===== config.mk =====
export PLATFORM = sky130hd
export DESIGN_NAME = mrd_decoder
export DESIGN_NICKNAME = d
export VERILOG_FILES = /design/src/rtl/mrd_pkg.sv /design/src/rtl/mrd_cfg_bank.sv /design/src/rtl/mrd_region_match.sv /design/src/rtl/mrd_lowest_pick.sv /design/src/rtl/mrd_decoder.sv
export SDC_FILE = /design/constraint.sdc
export NUM_CORES = 1
export LEC_CHECK = 0
export CAP_MARGIN = 20
export CORE_UTILIZATION = 55
export CTS_CLUSTER_DIAMETER = 120
export CTS_CLUSTER_SIZE = 24
export DETAILED_ROUTE_END_ITERATION = 8
export HOLD_SLACK_MARGIN = 0.02
export PLACE_DENSITY = 0.8
export SYNTH_ARGS = -nofsm -noshare
export SYNTH_HDL_FRONTEND = slang
export SYNTH_SLANG_ARGS = --single-unit

===== constraint.sdc =====
create_clock -name clk -period 3.7 [get_ports clk]
set_input_delay 0.37 -clock clk [delete_from_list [all_inputs] [get_ports clk]]
set_output_delay 0.37 -clock clk [all_outputs]
set_load 0.005 [all_outputs]

===== src/rtl/mrd_pkg.sv =====
package mrd_pkg;

  // Configuration word of one window; field order is the register layout.
  typedef struct packed {
    logic [19:0] base;     // address bits 31..12
    logic [3:0]  size_n;   // number of bits compared below bit 27
    logic [3:0]  alt_seg;  // second accepted top nibble
    logic        alt_en;
    logic        wprot;
    logic        en;
  } region_cfg_t;

  localparam int CFG_W = $bits(region_cfg_t);

  // Thermometer of compared bits over A[26:12]; top n bits set.
  function automatic logic [14:0] span_mask(input logic [3:0] n);
    span_mask = ~(15'h7fff >> n);
  endfunction

  // Segment test on the top nibble: main base, or alternate when enabled.
  function automatic logic seg_match(input region_cfg_t c, input logic [3:0] nib);
    seg_match = (nib == c.base[19:16]) || (c.alt_en && (nib == c.alt_seg));
  endfunction

  // Full address compare for a page number (address bits 31..12).
  function automatic logic page_match(input region_cfg_t c, input logic [19:0] page);
    logic b27;
    logic low;
    b27 = (page[15] == c.base[15]);
    low = (((page[14:0] ^ c.base[14:0]) & span_mask(c.size_n)) == 15'd0);
    page_match = seg_match(c, page[19:16]) && b27 && low;
  endfunction

endpackage


===== src/rtl/mrd_cfg_bank.sv =====
module mrd_cfg_bank
  import mrd_pkg::*;
#(
  parameter int NREG = 4,
  localparam int IDXW = (NREG > 1) ? $clog2(NREG) : 1
) (
  input  logic              clk,
  input  logic              rst_n,
  input  logic              cfg_we,
  input  logic [IDXW-1:0]   cfg_idx,
  input  logic [CFG_W-1:0]  cfg_wdata,
  output region_cfg_t       cfg_q [NREG]
);

  for (genvar i = 0; i < NREG; i++) begin : g_reg
    logic sel_w;
    assign sel_w = cfg_we && (cfg_idx == IDXW'(i));
    always_ff @(posedge clk or negedge rst_n) begin
      if (!rst_n)     cfg_q[i] <= '0;
      else if (sel_w) cfg_q[i] <= region_cfg_t'(cfg_wdata);
    end
  end

endmodule


===== src/rtl/mrd_region_match.sv =====
module mrd_region_match
  import mrd_pkg::*;
(
  input  region_cfg_t cfg,
  input  logic [19:0] page,
  input  logic        wr,
  output logic        addr_hit,  // address matches an enabled window
  output logic        sel,       // window selected for this access
  output logic        blocked    // write refused by protection
);

  assign addr_hit = cfg.en && page_match(cfg, page);
  assign blocked  = addr_hit && wr && cfg.wprot;
  assign sel      = addr_hit && !blocked;

endmodule


===== src/rtl/mrd_lowest_pick.sv =====
module mrd_lowest_pick #(
  parameter int NREG = 4,
  localparam int IDXW = (NREG > 1) ? $clog2(NREG) : 1
) (
  input  logic [NREG-1:0] req,
  output logic [IDXW-1:0] idx,
  output logic            any
);

  always_comb begin
    idx = '0;
    for (int i = NREG - 1; i >= 0; i--) begin
      if (req[i]) idx = IDXW'(i);
    end
  end

  assign any = |req;

endmodule


===== src/rtl/mrd_decoder.sv =====
module mrd_decoder
  import mrd_pkg::*;
#(
  parameter int NREG = 4,
  localparam int IDXW = (NREG > 1) ? $clog2(NREG) : 1
) (
  input  logic              clk,
  input  logic              rst_n,
  input  logic              cfg_we,
  input  logic [IDXW-1:0]   cfg_idx,
  input  logic [30:0]       cfg_wdata,
  input  logic              in_valid,
  input  logic              in_wr,
  input  logic [31:0]       in_addr,
  output logic [NREG-1:0]   hit_vec,
  output logic [IDXW-1:0]   hit_idx,
  output logic              idx_valid,
  output logic              prot_err
);

  region_cfg_t     cfg_q [NREG];
  logic [NREG-1:0] addr_hit_w;
  logic [NREG-1:0] sel_w;
  logic [NREG-1:0] blocked_w;
  logic [NREG-1:0] en_vec_w;
  logic [NREG-1:0] wprot_vec_w;
  logic [IDXW-1:0] pick_idx_w;
  logic            pick_any_w;
  logic            unused_low_bits;

  assign unused_low_bits = ^in_addr[11:0];

  mrd_cfg_bank #(.NREG(NREG)) u_bank (
    .clk       (clk),
    .rst_n     (rst_n),
    .cfg_we    (cfg_we),
    .cfg_idx   (cfg_idx),
    .cfg_wdata (cfg_wdata),
    .cfg_q     (cfg_q)
  );

  for (genvar i = 0; i < NREG; i++) begin : g_win
    mrd_region_match u_match (
      .cfg      (cfg_q[i]),
      .page     (in_addr[31:12]),
      .wr       (in_wr),
      .addr_hit (addr_hit_w[i]),
      .sel      (sel_w[i]),
      .blocked  (blocked_w[i])
    );
    assign en_vec_w[i]    = cfg_q[i].en;
    assign wprot_vec_w[i] = cfg_q[i].wprot;
  end

  mrd_lowest_pick #(.NREG(NREG)) u_pick (
    .req (sel_w),
    .idx (pick_idx_w),
    .any (pick_any_w)
  );

  always_ff @(posedge clk or negedge rst_n) begin
    if (!rst_n) begin
      hit_vec   <= '0;
      hit_idx   <= '0;
      idx_valid <= 1'b0;
      prot_err  <= 1'b0;
    end else if (in_valid) begin
      hit_vec   <= sel_w;
      hit_idx   <= pick_idx_w;
      idx_valid <= pick_any_w;
      prot_err  <= |blocked_w;
    end else begin
      hit_vec   <= '0;
      hit_idx   <= '0;
      idx_valid <= 1'b0;
      prot_err  <= 1'b0;
    end
  end


  idx_flags_vec_chk: assert property (@(posedge clk) disable iff (!rst_n)
    idx_valid == (hit_vec != '0));


  lowest_wins_chk: assert property (@(posedge clk) disable iff (!rst_n)
    idx_valid |-> (hit_vec[hit_idx] &&
                   ((hit_vec & ((NREG'(1) << hit_idx) - NREG'(1))) == '0)));


  idle_clears_chk: assert property (@(posedge clk) disable iff (!rst_n)
    !in_valid |=> (hit_vec == '0 && !idx_valid && !prot_err));


  disabled_never_hits_chk: assert property (@(posedge clk) disable iff (!rst_n)
    in_valid |=> ((hit_vec & ~$past(en_vec_w)) == '0));


  no_write_to_ro_chk: assert property (@(posedge clk) disable iff (!rst_n)
    (in_valid && in_wr) |=> ((hit_vec & $past(wprot_vec_w)) == '0));


  err_after_write_chk: assert property (@(posedge clk) disable iff (!rst_n)
    prot_err |-> ($past(in_valid) && $past(in_wr)));


  err_single_cycle_chk: assert property (@(posedge clk) disable iff (!rst_n)
    (in_valid && !in_wr) |=> !prot_err);

endmodule


# Word-level counts from Yosys, hierarchy flattened
# Cells that the tools add are included.
# word_totals
word_cells	114
reg_bits	132
# classes
reduce_logical	47
shift	4
muxes	8
bitwise_logic	12
n_eq_ne	15
# ops
op	n
$and 15x15->15	4
$logic_not 15->1	4
$not 15->15	4
$shr 15x4->15 const A	4
$xor 15x15->15	4
$eq 4x4->1	8
$logic_and 1x1->1	32
$mux 2	5
$reduce_or 4->1	2
$eq 1x1->1	4
$eq 2x2->1 const B	2
$logic_not 1->1	4
$logic_or 1x1->1	4
$mux 4	1
$eq 2x1->1 const B	1
$logic_not 2->1	1
$mux 1	2

# Longest topological paths before layout
# logic_depth
depth_word	15
ltp_mapped	7
ltp_nobuf	6

# Cells and area by module
# A second synthesis with hierarchy kept.
# hier_totals
hier_cells	519
area_unflattened_um2	6616.3
# by_module_without_submodules
mod	instances	cells_each	area_per_inst_um2
mrd_cfg_bank	1	264	4599.4
mrd_region_match	4	58	431.7
mrd_decoder	1	16	255.2
mrd_lowest_pick	1	7	35.0

# Least setup slack after synthesis
# OpenSTA, ideal clock, no wires.
# synth_path
path_kind	input port to flip-flop
start	in in_addr[27]
end	reg hit_idx[0]
arrival_ns	1.713
setup_ns	0.079
setup_slack_ns	1.908
stages	7
t_required_ns	3.621
path_cell_list	clkbuf_1 -> xnor2_1 -> o211ai_1 -> nor4_1 -> nand4b_1 -> a311oi_1 -> a2bb2oi_1
# synth_between
elab_chain_len	13
# synth_rtl
item	line_no	source
from (decl)	mrd_decoder.sv:14	input logic [31:0] in_addr,
$eq 1x1->1	mrd_pkg.sv:29	b27 = (page[15] == c.base[15]);
$logic_and 1x1->1 (2 in a row)	mrd_pkg.sv:31	page_match = seg_match(c, page[19:16]) && b27 && low;
$logic_and 1x1->1	mrd_region_match.sv:12	assign addr_hit = cfg.en && page_match(cfg, page);
$logic_and 1x1->1 (2 in a row)	mrd_region_match.sv:13	assign blocked = addr_hit && wr && cfg.wprot;
$logic_not 1->1	mrd_region_match.sv:14	assign sel = addr_hit && !blocked;
$logic_and 1x1->1	mrd_region_match.sv:14	
$mux 2 (3 in a row)	mrd_lowest_pick.sv:13	if (req[i]) idx = IDXW'(i);
$mux 2 *	mrd_lowest_pick.sv:13	
$mux 2 *	mrd_decoder.sv:67	end else if (in_valid) begin
to (signal assigned)	mrd_decoder.sv:69	hit_idx <= pick_idx_w;
to (decl)	mrd_decoder.sv:16	output logic [IDXW-1:0] hit_idx,
# Mark *: on every way between the ends. The rest lies on a longest branch, timed or not.
# A chain may end at the register's enable or synchronous reset.

# Final worst setup path
# layout_path
start	reg u_bank.cfg_q[9] (netlist name)
end	reg hit_idx[0]
# layout_between
elab_chain_len	15
# layout_rtl
item	line_no	source
$shr 15x4->15 *	mrd_pkg.sv:17	span_mask = ~(15'h7fff >> n);
$not 15->15 *	mrd_pkg.sv:17	
$and 15x15->15 *	mrd_pkg.sv:30	low = (((page[14:0] ^ c.base[14:0]) & span_mask(c.size_n)) == 15'd0);
$logic_not 15->1 *	mrd_pkg.sv:30	
$logic_and 1x1->1 *	mrd_pkg.sv:31	
$logic_and 1x1->1 *	mrd_region_match.sv:12	
$logic_and 1x1->1 (2 in a row)	mrd_region_match.sv:13	
$logic_not 1->1	mrd_region_match.sv:14	
$logic_and 1x1->1 *	mrd_region_match.sv:14	
$mux 2 * (4 in a row)	mrd_lowest_pick.sv:13	
$mux 2 *	mrd_decoder.sv:67	
# Marked as above.

==> metrics.md <==
| Metric | Value |
|---|---|
| Fill cell instance count of the final layout | `around 860` |
| Worst ir drop on vdd | `0.353 mV` |
| Detailed Route WL | `15200 um` |
| Part of the Yosys area used for sequential elements | `50.5%` |
| Total DRC errors in the routed layout | `8` |
| CTS resizes | `0` |
| Initial DRT Pass Iterations | `6` |
| Number of primary I/O pins | `78` |
| Slowest stage cell, crit path | `nor4_1` |
| Netlist Area Pre-Place | `0.00655 mm^2` |
| Transition at the pin with the smallest max-transition slack | `0.898 ns` |
| Setup slack after placement | `0.933 ns` |
| Initial DRC Count | `278` |
| Most area-consuming cells after synthesis | `dfrtp_1 (50%), mux2_2 (21%), xnor2_1 (9.6%), xor2_1 (3.2%), a21oi_1 (1.4%)` |
| CTS sink cnt | `132` |
| Max Root-Sink Buffers | `2` |
| Cell area after layout | `0.00786 mm^2` |
| Mean post-synth cell area | `12.4 um^2` |
| Number of setup buffers added after CTS | `0` |
| Min-delay worst type | `in -> async` |
| Clock skew after layout | `0.00644 ns` |
| Clock latency on the worst-skew pair | `around 0.42 ns` |
| Reg-to-Reg Start | `u_bank.cfg_q[9]$_DFFE_PN0P_` |
| Floorplan die area | `0.0123 mm^2` |
| Cell total after placement | `a little over 700` |
| Cell Rows | `39` |
| Residual antenna-violating net count after detailed routing | `0` |
| Minimum setup slack in the final design | `between 1 and 1.5 ns` |
| Cell class contributing the biggest share of worst-path delay | `simple AND/OR/NAND/NOR gates` |
| Flop-to-flop setup slack | `1.28 ns` |
| Post-Synthesis Cells | `~530` |
| Required time reported for the critical path endpoint | `4.04 ns` |
| Vias in the first global route | `approximately 4700` |
| H-tree depth reported by CTS | `4` |
| Number of endpoints with negative hold slack in the final report | `0` |
| CTS clk-pin slew, worst paths | `0.05 ns` |
| Number of nets produced by synthesis | `roughly 600` |
| Number of nets in the layout | `656` |
| Initial cell density of the core | `56.8%` |
| Cts bufs inserted | `17` |
| CTS Root Cell | `clkbuf_16` |
| Total via count in the routed design | `4408` |
| Commonest non-fill, non-tap cell in the layout | `dfrtp_1` |
| Layout overhead on the synthesized area | `20.0%` |
| Max-cap check violation count | `0` |
| Post-CTS Hold Fix Bufs | `0` |
| Core box area | `0.0115 mm^2` |
| Avg WL per Cell | `20.4 um` |
| Vias per Instance | `between 5 and 6` |
| Yosys synthesis warning count | `0` |
| Max Clk Rate | `413 MHz` |
| Period Utilization, post-route | `65.4%` |
| Startpoint-to-endpoint class of the critical path | `reg -> reg` |
| Maximum cell stage delay along the critical path | `slightly below 0.7 ns` |
| End of the worst register-to-register path | `hit_idx[0]$_DFF_PN0_` |
| Weighted congestion reported at the end of routability-driven placement | `0.905` |
| Post-synth top area share | `50.5%` |
| Biggest area consumer among synthesized cells | `dfrtp_1` |
| Most frequent cells in the layout | `dfrtp_1 (132), mux2_2 (120), xnor2_1 (72)` |
| Result of the run | `finished with violations` |
| Power density over the cells | `~570 mW/mm^2` |
| Final critical-path required period | `2.42 ns` |
| Worst Reg-to-Reg Cells | `6` |
| Share of cells above drive strength 1 | `27.9%` |
| Number of antenna repair diodes | `0` |
| All-layer global routing usage | `26.6%` |
| Number of port buffers | `65` |
| Number of non-filler instances in the completed layout | `742` |
| Failing checks | `design-rule violations` |
| Die height | `111 um` |
| Unrepaired setup endpoints after global routing | `no` |
| Number of antenna violations at the first check in global routing | `0` |
| Worst Setup End Kind | `flop` |
| Total congestion overflow after global routing | `0` |
| Synth Register Bits | `132` |
| Distinct cell type count after synthesis | `49` |
| Count of endpoints failing setup in the final report | `0` |
| Static leakage power | `3.20 nW` |
| Final count of pins violating max slew | `0` |
| Global-route wire length before repair | `24700 um` |
| Relative slew margins | `between 40% and 50%` |
| Number of flops mapped to enable cells by yosys | `0` |
| Cell area reported after detailed placement | `0.00729 mm^2` |
| Clock tree from TritonCTS | `done` |
| Series of cell instances along the critical path | `nor3_1 -> o22ai_1 -> nor4_1 -> nand4b_1 -> a311oi_1 -> a2bb2oi_1` |
| Pin count of the biggest net entering global routing | `71` |
| Sum of negative setup slack | `0 ns` |
| Buffer and inverter count on the worst path | `0` |
| Arrival time worst endpoint | `2.76 ns` |
| Detailed Place HPWL | `10200 um` |
| Nature of the critical path startpoint | `flop` |
| Predominant post-synthesis flop cell | `dfrtp_1` |
| Maximum net fanout on the critical path | `11` |
| Floorplan die width | `111 um` |
| FFs w/ async S/R, synth | `100%` |
-- sequential cells by signal, summed over array words and instances, names as in the netlist --
| signal | count |
|---|---|
| hit_vec | 4 |
| hit_idx | 2 |
| idx_valid | 1 |
| prot_err | 1 |
| u_bank.cfg_q | 124 |
-- cell type report --
| cell class | instances | area (um^2) | area share (%) |
|---|---|---|---|
| Sequential cell | 132 | 3300 | 42.0 |
| Multi-Input combinational cell | 353 | 3080 | 39.1 |
| Timing Repair Buffer | 71 | 693 | 8.82 |
| Clock buffer | 22 | 484 | 6.16 |
| Tap cell | 143 | 179 | 2.28 |
| Clock inverter | 10 | 80.1 | 1.02 |
| Inverter | 11 | 41.3 | 0.526 |
-- synth_stat cells (all sizes together), types with 9 or more instances --
cell,number
mux2,120
inv,11
xor2,24
buf,16
nand2,14
xnor2,72
clkbuf,16
dfrtp,132
nor2,11
o21ai,15
a21oi,18
nand4,9
-- per-layer routing --
metal / vias up / routed length [um] / GRT usage (%)
li1: 1990 / - / -
met1: 2235 / 6470 / 34.1
met2: 151 / 7380 / 42.9
met3: 32 / 933 / 6.72
met4: 0 / 367 / 12.0
met5: - / 0 / 0
-- power breakdown --
part	total, W	switching, W	internal [W]
sequential	0.00194	0.000240	0.00170
combinational	0.000912	0.000419	0.000493
clock	0.00159	0.000603	0.000984
-- how the worst max path moves through the flow --
stage,depth (start not counted),slack [ns],endpoint,start
floorplan,7,1.91,hit_idx[0]$_DFF_PN0_,in_addr[27]
global placement,7,0.98,hit_idx[0]$_DFF_PN0_,in_addr[29]
detailed placement,6,0.93,hit_idx[0]$_DFF_PN0_,in_addr[28]
CTS,7,1.34,hit_idx[0]$_DFF_PN0_,in_addr[29]
global route,6,1.20,hit_idx[0]$_DFF_PN0_,u_bank.cfg_q[9]$_DFFE_PN0P_
finish,6,1.28,hit_idx[0]$_DFF_PN0_,u_bank.cfg_q[9]$_DFFE_PN0P_
-- metrics by stage --
step                      hold slack, ns  util [%]  total power (W)
after floorplan                   0.0744         -          0.00254
after global placement             0.488      63.3          0.00281
after detailed placement           0.496      63.3          0.00286
after CTS                          0.108      68.2          0.00445
after global routing               0.126      68.2          0.00464
final                             0.0666      68.2          0.00444
-- kinds of logic (layout without fill, tap and decap cells) --
logic type      Yosys count  count (layout)  synth area share [%]
flops                   132             132                  50.5
mux                     120             120                  20.6
xor+xnor                 96              96                  12.8
compound gates           74              74                  8.22
simple gates             61              61                  4.84
buf+inv                  43             114                  2.64
fa+ha+maj                 2               2                 0.344
Power figures use the tool's default switching activity.
